<file path="src/rtl/ttue_pkg.sv">
`timescale 1ns/1ps
package ttue_pkg;

    typedef enum logic [1:0] {
        OP_PUT  = 2'd0,
        OP_GET  = 2'd1,
        OP_FILL = 2'd2,
        OP_LIST = 2'd3
    } op_e;

    typedef enum logic [1:0] {
        ST_OK       = 2'd0,
        ST_BADPARAM = 2'd1
    } status_e;

    typedef enum logic [1:0] {
        PERM_NONE = 2'd0,
        PERM_RD   = 2'd1,
        PERM_WR   = 2'd2,
        PERM_RW   = 2'd3
    } perm_e;

    typedef enum logic [1:0] {
        S_IDLE  = 2'd0,
        S_FILL  = 2'd1,
        S_FETCH = 2'd2,
        S_LWR   = 2'd3
    } eng_state_e;

    // Lowest-address byte sits in bits [7:0]; it becomes the most significant byte.
    function automatic logic [63:0] bswap64(input logic [63:0] v);
        logic [63:0] r;
        for (int b = 0; b < 8; b++) begin
            r[8*b +: 8] = v[8*(7-b) +: 8];
        end
        return r;
    endfunction

endpackage

</file>
<file path="src/rtl/ttue_precheck.sv">
`timescale 1ns/1ps
module ttue_precheck
    import ttue_pkg::*;
#(
    parameter int          ENTRIES    = 16,
    parameter int          CNT_W      = 16,
    parameter int          LIST_MAX   = 512,
    parameter int          LIST_ALIGN = 12,
    parameter logic [31:0] TABLE_ID   = 32'h8000_0002
) (
    input  op_e                   op,
    input  logic [63:0]           id,
    input  logic [CNT_W-1:0]      cnt,
    input  logic [LIST_ALIGN-1:0] list_lo,
    output logic                  reject
);
    logic id_bad, fill_bad, list_bad, cnt_zero;

    always_comb begin
        id_bad   = (id[63:32] != 32'd0) || (id[31:0] != TABLE_ID);
        cnt_zero = (cnt == '0);
        fill_bad = (op == OP_FILL) && (cnt_zero || (cnt > CNT_W'(ENTRIES)));
        list_bad = (op == OP_LIST) &&
                   (cnt_zero || (cnt > CNT_W'(LIST_MAX)) || (list_lo != '0));
        reject   = id_bad || fill_bad || list_bad;
    end
endmodule

</file>
<file path="src/rtl/ttue_index.sv">
`timescale 1ns/1ps
module ttue_index #(
    parameter int          ENTRIES    = 16,
    parameter int          PAGE_SHIFT = 12,
    parameter logic [63:0] BASE_OFS   = 64'h0000_0000_0001_0000,
    localparam int         IW         = (ENTRIES > 1) ? $clog2(ENTRIES) : 1
) (
    input  logic [63:0]   addr,
    output logic [IW-1:0] idx,
    output logic          in_rng,
    output logic [63:0]   iova
);
    localparam logic [63:0] PMASK = ~((64'd1 << PAGE_SHIFT) - 64'd1);

    logic [63:0] rel_addr, rel_page;

    always_comb begin
        rel_addr = addr - BASE_OFS;
        rel_page = rel_addr >> PAGE_SHIFT;
        in_rng   = rel_page < 64'(ENTRIES);
        idx      = rel_page[IW-1:0];
        iova     = rel_addr & PMASK;
    end
endmodule

</file>
<file path="src/rtl/ttue_store.sv">
`timescale 1ns/1ps
module ttue_store #(
    parameter int  ENTRIES = 16,
    localparam int IW      = (ENTRIES > 1) ? $clog2(ENTRIES) : 1
) (
    input  logic          clk,
    input  logic          rst,
    input  logic          we,
    input  logic [IW-1:0] widx,
    input  logic [63:0]   wdata,
    input  logic [IW-1:0] ridx,
    output logic [63:0]   rdata
);
    logic [63:0] ent_q [ENTRIES];

    always_ff @(posedge clk) begin
        if (rst) begin
            for (int i = 0; i < ENTRIES; i++) ent_q[i] <= '0;
        end else if (we) begin
            ent_q[widx] <= wdata;
        end
    end

    assign rdata = ent_q[ridx];
endmodule

</file>
<file path="src/rtl/ttue_top.sv">
`timescale 1ns/1ps
module ttue_top
    import ttue_pkg::*;
#(
    parameter int          ENTRIES    = 16,
    parameter int          PAGE_SHIFT = 12,
    parameter int          CNT_W      = 16,
    parameter int          LIST_MAX   = 512,
    parameter int          LIST_ALIGN = 12,
    parameter logic [63:0] BASE_OFS   = 64'h0000_0000_0001_0000,
    parameter logic [31:0] TABLE_ID   = 32'h8000_0002
) (
    input  logic             clk,
    input  logic             rst,
    input  logic             cmd_valid,
    input  logic [1:0]       cmd_op,
    input  logic [63:0]      cmd_id,
    input  logic [63:0]      cmd_ioba,
    input  logic [63:0]      cmd_val,
    input  logic [CNT_W-1:0] cmd_cnt,
    output logic             busy,
    output logic             done,
    output logic [1:0]       status,
    output logic [63:0]      result,
    output logic             mem_req,
    output logic [63:0]      mem_addr,
    input  logic             mem_rvalid,
    input  logic [63:0]      mem_rdata,
    output logic             ntf_valid,
    output logic [63:0]      ntf_iova,
    output logic [63:0]      ntf_xaddr,
    output logic [1:0]       ntf_perm
);
    localparam int          IW    = (ENTRIES > 1) ? $clog2(ENTRIES) : 1;
    localparam logic [63:0] PG    = 64'd1 << PAGE_SHIFT;
    localparam logic [63:0] PMASK = ~(PG - 64'd1);

    eng_state_e       st_q;
    logic [63:0]      cur_q, val_q, lptr_q, res_q;
    logic [CNT_W-1:0] rem_q;
    logic             done_q, mreq_q, nv_q;
    status_e          stat_q;
    logic [63:0]      niova_q, nxa_q;
    perm_e            nperm_q;

    op_e         op;
    logic        accept, reject, in_rng, wr_en;
    logic [63:0] sel_addr, iova, wr_data, rd_data;
    logic [IW-1:0] idx;

    assign op       = op_e'(cmd_op);
    assign accept   = cmd_valid && (st_q == S_IDLE);
    assign sel_addr = (st_q == S_IDLE) ? (cmd_ioba & PMASK) : cur_q;

    ttue_precheck #(
        .ENTRIES(ENTRIES), .CNT_W(CNT_W), .LIST_MAX(LIST_MAX),
        .LIST_ALIGN(LIST_ALIGN), .TABLE_ID(TABLE_ID)
    ) u_chk (
        .op(op), .id(cmd_id), .cnt(cmd_cnt),
        .list_lo(cmd_val[LIST_ALIGN-1:0]), .reject(reject)
    );

    ttue_index #(
        .ENTRIES(ENTRIES), .PAGE_SHIFT(PAGE_SHIFT), .BASE_OFS(BASE_OFS)
    ) u_idx (
        .addr(sel_addr), .idx(idx), .in_rng(in_rng), .iova(iova)
    );

    ttue_store #(.ENTRIES(ENTRIES)) u_tbl (
        .clk(clk), .rst(rst), .we(wr_en), .widx(idx), .wdata(wr_data),
        .ridx(idx), .rdata(rd_data)
    );

    always_comb begin
        wr_en   = 1'b0;
        wr_data = val_q;
        unique case (st_q)
            S_IDLE: begin
                if (accept && !reject && op == OP_PUT && in_rng) begin
                    wr_en   = 1'b1;
                    wr_data = cmd_val;
                end
            end
            S_FILL, S_LWR: wr_en = in_rng;
            default: ;
        endcase
    end

    always_ff @(posedge clk) begin
        if (rst) begin
            st_q    <= S_IDLE;
            cur_q   <= '0;
            val_q   <= '0;
            lptr_q  <= '0;
            res_q   <= '0;
            rem_q   <= '0;
            done_q  <= 1'b0;
            mreq_q  <= 1'b0;
            nv_q    <= 1'b0;
            stat_q  <= ST_OK;
            niova_q <= '0;
            nxa_q   <= '0;
            nperm_q <= PERM_NONE;
        end else begin
            done_q <= 1'b0;
            mreq_q <= 1'b0;
            nv_q   <= wr_en;
            if (wr_en) begin
                niova_q <= iova;
                nxa_q   <= wr_data & PMASK;
                nperm_q <= perm_e'(wr_data[1:0]);
            end
            unique case (st_q)
                S_IDLE: begin
                    if (accept) begin
                        cur_q  <= sel_addr;
                        val_q  <= cmd_val;
                        lptr_q <= cmd_val;
                        rem_q  <= cmd_cnt;
                        if (reject) begin
                            done_q <= 1'b1;
                            stat_q <= ST_BADPARAM;
                        end else begin
                            unique case (op)
                                OP_PUT: begin
                                    done_q <= 1'b1;
                                    stat_q <= in_rng ? ST_OK : ST_BADPARAM;
                                end
                                OP_GET: begin
                                    done_q <= 1'b1;
                                    stat_q <= in_rng ? ST_OK : ST_BADPARAM;
                                    if (in_rng) res_q <= rd_data;
                                end
                                OP_FILL: st_q <= S_FILL;
                                OP_LIST: begin
                                    st_q   <= S_FETCH;
                                    mreq_q <= 1'b1;
                                end
                            endcase
                        end
                    end
                end
                S_FILL, S_LWR: begin
                    if (!in_rng) begin
                        done_q <= 1'b1;
                        stat_q <= ST_BADPARAM;
                        st_q   <= S_IDLE;
                    end else if (rem_q == CNT_W'(1)) begin
                        done_q <= 1'b1;
                        stat_q <= ST_OK;
                        st_q   <= S_IDLE;
                    end else begin
                        rem_q <= rem_q - CNT_W'(1);
                        cur_q <= cur_q + PG;
                        if (st_q == S_LWR) begin
                            lptr_q <= lptr_q + 64'd8;
                            mreq_q <= 1'b1;
                            st_q   <= S_FETCH;
                        end
                    end
                end
                S_FETCH: begin
                    if (mem_rvalid) begin
                        val_q <= bswap64(mem_rdata);
                        st_q  <= S_LWR;
                    end
                end
            endcase
        end
    end

    assign busy      = (st_q != S_IDLE);
    assign done      = done_q;
    assign status    = stat_q;
    assign result    = res_q;
    assign mem_req   = mreq_q;
    assign mem_addr  = lptr_q;
    assign ntf_valid = nv_q;
    assign ntf_iova  = niova_q;
    assign ntf_xaddr = nxa_q;
    assign ntf_perm  = nperm_q;

    // a fetch request only appears while waiting for list data
    assert_req_in_fetch_R6: assert property (@(posedge clk) disable iff (rst)
        mem_req |-> (st_q == S_FETCH));

    // never two requests back to back (one outstanding)
    assert_one_fetch_R6: assert property (@(posedge clk) disable iff (rst)
        mem_req |=> !mem_req);

    // busy can only end with a completion pulse
    assert_busy_end_R9: assert property (@(posedge clk) disable iff (rst)
        $fell(busy) |-> done);

    // a completion after a batched run leaves the engine idle
    assert_done_idle_R9: assert property (@(posedge clk) disable iff (rst)
        (done && $past(busy)) |-> !busy);

    // a batched run in progress always has pages left to process
    assert_rem_live_R5: assert property (@(posedge clk) disable iff (rst)
        ((st_q == S_FILL) || (st_q == S_LWR)) |-> (rem_q != '0));
endmodule

</file>
<file path="config.mk">
export PLATFORM = sky130hd
export DESIGN_NAME = ttue_top
export DESIGN_NICKNAME = d
export VERILOG_FILES = /design/src/rtl/ttue_pkg.sv /design/src/rtl/ttue_precheck.sv /design/src/rtl/ttue_index.sv /design/src/rtl/ttue_store.sv /design/src/rtl/ttue_top.sv
export SDC_FILE = /design/constraint.sdc
export NUM_CORES = 2
export LEC_CHECK = 0
export BUFFER_PORTS_ARGS = -buffer_cell sky130_fd_sc_hd__buf_2
export CAP_MARGIN = 20
export CORE_MARGIN = 2
export CORE_UTILIZATION = 55
export DETAILED_ROUTE_END_ITERATION = 10
export PLACE_DENSITY = 0.77
export SYNTH_ARGS = -nofsm -noshare
export SYNTH_HDL_FRONTEND = slang
export SYNTH_SLANG_ARGS = --single-unit
</file>
<file path="constraint.sdc">
create_clock -name clk -period 10.42 [get_ports clk]
set_input_delay 0.521 -clock clk [delete_from_list [all_inputs] [get_ports clk]]
set_output_delay 0.521 -clock clk [all_outputs]
set_load 0.03 [all_outputs]
</file>
# After elaboration in Yosys (flattened, before gate mapping)

Memory sizes are Yosys's and may differ from the RTL's. A register that Yosys moved wholly into a read port is not among the register bits.
Cells that the tools add are included.

Bits of input ports: 278
Output and inout bits: 264
RAM bits: 1,024
Word-level logic and storage cells: 125
Register bits after elaboration: 321
Memories kept: 1

Memories:

| memory      | words | bits a word | read ports | clocked after memory_dff | wr ports | RTL line         | text |
|---|---|---|---|---|---|---|---|
| u_tbl.ent_q | 16    | 64          | 1          | 1                        | 16       | ttue_store.sv:14 | `logic [63:0] ent_q [ENTRIES];` |

$add $sub $neg: 4
Order comparisons: 3
Bitwise operators: 1
Equality and inequality tests: 18
Mux-type cells: 56
Reduce and logical (&&, ||, !) cells: 30

Operator list:

| cell                                                                   | count |
|---|---|
| 64-bit two-way mux                                                     | 12 |
| 64-bit case mux with 2 select lines                                    | 3 |
| 64-bit by 13-bit adder with 64-bit output, second input constant       | 1 |
| 64-bit by 4-bit adder with 64-bit output, second input constant        | 1 |
| 64-bit OR reduction                                                    | 1 |
| 64-bit by 17-bit subtractor with 64-bit output, second input constant  | 1 |
| 52-bit by 5-bit < comparator with 1-bit output, second input constant  | 1 |
| 16-bit two-way mux                                                     | 3 |
| 32-bit != test, second input constant                                  | 1 |
| 16-bit case mux with 2 select lines                                    | 1 |
| 32-bit nonzero test                                                    | 1 |
| 2-bit two-way mux                                                      | 11 |
| 1-bit two-way mux                                                      | 19 |
| 16-bit by 1-bit == test with 1-bit output, second input constant       | 1 |
| 16-bit by 10-bit > comparator with 1-bit output, second input constant | 1 |
| 16-bit by 5-bit > comparator with 1-bit output, second input constant  | 1 |
| 16-bit logical NOT                                                     | 1 |
| 16-bit by 1-bit subtractor with 16-bit output, second input constant   | 1 |
| 5-bit AND reduction                                                    | 3 |
| 2-bit != test, second input constant                                   | 6 |
| 12-bit nonzero test                                                    | 1 |
| 2-bit == test, second input constant                                   | 4 |
| 2-bit case mux with 2 select lines                                     | 2 |
| 4-bit AND reduction                                                    | 2 |
| other kinds (15)                                                       | 33 |

# Logic depth before layout (Yosys ltp)

Depth in word-level cells: 16
Gate-level depth with buffers: 24
Depth with buffers taken out: 14

# Cells and area by module

A second synthesis with hierarchy kept.

Cell total of the unflattened synthesis: 5,600
Area total of the unflattened synthesis: 66,856.6 um^2

By module, submodules not included:

| module        | times used | cells an instance | sequential area each (um^2) | area each (um^2) |
|---|---|---|---|---|
| ttue_store    | 1          | 2,801             | 30,749.5                    | 45,576.2 |
| ttue_top      | 1          | 2,560             | 7,927.6                     | 19,667.6 |
| ttue_index    | 1          | 198               | 0.0                         | 1,337.5 |
| ttue_precheck | 1          | 41                | 0.0                         | 275.3 |

# Least setup slack after synthesis

No wires, ideal clock.

Path type: flip-flop to flip-flop
From: register with a tool-made name
To: memory u_tbl.ent_q[13][0] (enable)
Cell stages (with the launch flop): 20
Data arrival time: 10,249 ps
Required time: 9,846 ps
Path slack: -403 ps
Period minus slack after synthesis: 10,823 ps
Path buffers: 7
Setup time: 574 ps
Cells stage by stage: dfxtp_1 buf_2 nor2_4 buf_2 buf_1 clkbuf_1 buf_1 clkbuf_1 mux2i_1 ha_1 inv_1 a211oi_1 nand3_1 or4_1 a211oi_1 or4b_4 nor4_4 nand4_4 clkbuf_1 o21ai_0

RTL lines:

| what      | RTL line |
|---|---|
| to (decl) | ttue_store.sv:14 |

==> results.md <==
* Cell-internal power at 9.45 mW
* Top cells by count, synth: nand2_1 (1334), edfxtp_1 (1024), nor3_1 (1024), clkbuf_1 (546), dfxtp_1 (372)
* Crit path required time at 11.02 ns
* Non-Filler Instances at 8705
* Yosys top cell by area: edfxtp_1
* Via count at 57175
* DR iter-0 viols at 7933
* Reg2Reg Setup Slack at 2.66 ns
* Clock Latency Late Sink at 0.80 ns
* Hold WC Path Type: in2reg
* Core area at 0.120 sq mm
* Row Count at 127
* Post-Syn Area at 0.0665 sq mm
* Layout cells sized above 1 at 14.5%
* Fin crit share at 74.5%
* Top-count cell post-synth: nand2_1
* Maximum clock rate at 0.129 GHz
* Hold_ws at 0.0359 ns
* Root Driver: clkbuf_16
* # DRC at 0
* Reg2reg end: u_tbl.ent_q[10][26]$_SDFFCE_PN0P_
* Number of port buffers at 504
* CP Max Fanout at 79
* Die Height at 352 microns
* Global route overflow at 0
* Final hold violations at 0
* WL/cell at 25.1 microns
* Worst Max-Slew Pin Slew at 1.21 ns
* Total Die Area at 0.124 sq mm
* Slew Viols, Final at 0
* Yosys cell types at 78
* Wire length of the first global-routing pass at 326000 microns
* Max Root-Sink Buffers at 3
* Routed Antenna Nets at 0
* Final nets at 7252
* #FFs+latches synth at 1396
* Design Power at 12.7 mW
* IO Count at 542
* Outcome: completed
* Sw Pwr at 3.25 mW
* Largest net degree at the start of global routing at 212
* Leading post-synthesis cells by cell area: edfxtp_1 (46%), dfxtp_1 (11%), nor3_1 (7.7%), nand2_1 (7.5%), a311oi_1 (3.4%)
* Layout area overhead at 13.6%
* PD cells at 168 mW/mm^2
* Top cell type's share of synthesized area at 46.3%
* Sink Count at 1396
* CP Class: reg2reg
* Gate Count Post-Synth at 6783
* Clock-pin slew on the worst setup and hold paths at 0.06 ns
* RSZ-0062 raised after global routing: false
* Yosys warning total at 0
* Fraction of registers with async set or reset after synthesis at 0%
* Initial antenna violation count at 8
* Gate power share at 9.2%
* CP startpoint kind: flop
* Reg2Reg Depth at 15
* Worst hold stages at 3
* Final setup violation count at 0
* Hold endpoint: val_q[50]$_SDFFE_PP0P_
* Peak VDD IR at 180 uV
* Clk network pwr share at 41.7%
* Sw Ratio at 25.6%
* FF-to-FF Start: st_q[0]$_SDFFE_PP0P_
* Via-to-Cell Ratio at 6.57
* Gr usage total at 34.5%
* Main synth FF type: edfxtp_1
* Placer Congestion at 0.973
* Post-placement cell count at 8359
* CP endpoint kind: flop
* Util after Layout at 62.9%
* EDFF count, synth at 1024
* Arrival time at the worst endpoint at 8.36 ns
* H-tree depth at 4
* Static leakage at 26.2 nW
* Drt total wl at 219000 microns
* Die X at 352 microns
* Seq/Total Area, Yosys at 57.5%
* Minimum clock period at 7.76 ns
* Sequential share of power at 49.0%
* Initial DRT Pass Iterations at 8
* Post-Syn Area per Cell at 9.80 sq um
* Vias in the first global route at 53732
* Initial core utilization at 55.4%
* # Max-Cap Violations at 0
* Slew headroom at 19.6%
* CTS tree: yes
* Clock Skews at 0.0312 ns
* Detail Placement HPWL at 128000 microns
* Setup Fix Bufs, Post-CTS at 0
* CTS Buf Count at 146
* HP Start: mem_rdata[10]
==> how the worst max path moves through the flow <==
stage / from / end / cells after the start
final: st_q[0]$_SDFFE_PP0P_ / u_tbl.ent_q[10][26]$_SDFFCE_PN0P_ / 15
after global routing: st_q[0]$_SDFFE_PP0P_ / u_tbl.ent_q[5][48]$_SDFFCE_PN0P_ / 15
after CTS: st_q[0]$_SDFFE_PP0P_ / u_tbl.ent_q[5][53]$_SDFFCE_PN0P_ / 14
after detailed placement: st_q[0]$_SDFFE_PP0P_ / u_tbl.ent_q[5][28]$_SDFFCE_PN0P_ / 15
after global placement: st_q[0]$_SDFFE_PP0P_ / u_tbl.ent_q[5][28]$_SDFFCE_PN0P_ / 15
after floorplan: flop / u_tbl.ent_q[2][0]$_SDFFCE_PN0P_ / 19
==> area by class of cell <==
type | instances | area (sq um)
fill | 9463 | 44500
sequential | 1396 | 38200
antenna | 4 | 10.0
timing repair buffer | 736 | 4700
multi-input combinational | 4605 | 25400
clock buffer | 179 | 3880
clock inverter | 89 | 946
tap | 1612 | 2020
inverter | 84 | 320
==> cell families after synthesis <==
kind of cell	Yosys count	share of synthesized area [%]
fa+ha+maj	5	0.0941
xor+xnor	10	0.132
flops	1396	57.5
compound gates	977	10.2
other cells	1	0.00564
buf+inv	806	4.95
simple gates	3410	24.4
mux	178	2.69
==> timing repair <==
item                       CTS  global route
resized for setup            0             0
setup endpoints to repair    0             0
hold endpoints to repair    65             0
hold buffers                73             0
==> power by group through the flow <==
stage          clock network, mW  logic, mW  registers (mW)
3_5_place_dp                   0       1.12            6.34
5_1_grt                     5.52       1.24            6.24
6_report                    5.30       1.17            6.23
3_3_place_gp                   0       1.10            6.33
4_1_cts                     5.32       1.14            6.22
2_1_floorplan                  0      0.649            6.36
==> critical path, cell delays in order (launching register included) <==
cell and delay (ns):
dfxtp_4 0.45, nor2_4 0.03, buf_4 0.28, inv_1 0.74, buf_4 0.39, a21oi_1 0.17, nor4_1 0.58, nand2_1 0.25
or4_1 0.48, a211oi_1 0.27, or4b_4 0.50, nor4_4 0.80, nand4_4 0.82, buf_4 0.70, buf_4 0.48, nor3_1 0.38
==> layer usage <==
layer / vias up / share of wire [%] / global-route usage, %
met4: 6 / 5.2 / 17.7
met3: 566 / 12 / 8.25
met1: 27440 / 37 / 45.6
met2: 3833 / 46 / 53.1
met5: - / 0.017 / 0
li1: 25330 / - / -
==> cells in the final DEF (no fill, tap or decap), drive strengths merged, types with 7 or more instances in the layout <==
master / Yosys / routed
o22ai: 33 / 33
a311oi: 259 / 259
or3: 12 / 12
and3: 141 / 141
dlygate4sd3: 0 / 73
and2: 54 / 54
nor2: 235 / 235
o221ai: 50 / 50
inv: 82 / 96
nand2: 1334 / 1334
mux2: 7 / 7
clkinv: 2 / 59
a22o: 14 / 14
mux2i: 171 / 171
a31oi: 76 / 76
nand4: 42 / 42
a21oi: 266 / 266
and4: 12 / 12
o31ai: 25 / 25
o32ai: 15 / 15
nor3: 1103 / 1103
edfxtp: 1024 / 1024
nand3: 322 / 322
nor4: 81 / 81
a32o: 9 / 9
a211oi: 12 / 12
clkbuf: 546 / 179
buf: 176 / 663
bufinv: 0 / 13
nor2b: 9 / 9
xnor2: 7 / 7
nor3b: 10 / 10
or4: 25 / 25
o21ai: 110 / 110
conb: 1 / 25
o211ai: 38 / 38
dfxtp: 372 / 372
==> through the flow <==
step,area [sq um],setup slack [ns],TNS [ns]
after global placement,69900,2.98,0
after global routing,75500,2.30,0
after detailed placement,69900,2.92,0
final,75500,2.66,0
after floorplan,66600,-0.376,-72.21
after CTS,75500,2.86,0
==> registers in the layout, indices dropped and copies added (netlist names), named ones only <==
signal       count
u_tbl.ent_q   1024
result          64
ntf_iova        52
mem_addr        64
done             1
ntf_valid        1
ntf_perm         2
st_q             1
status           1
cur_q           52
rem_q           16
val_q           64
mem_req          1
ntf_xaddr       52
Power figures use the tool's default switching activity.
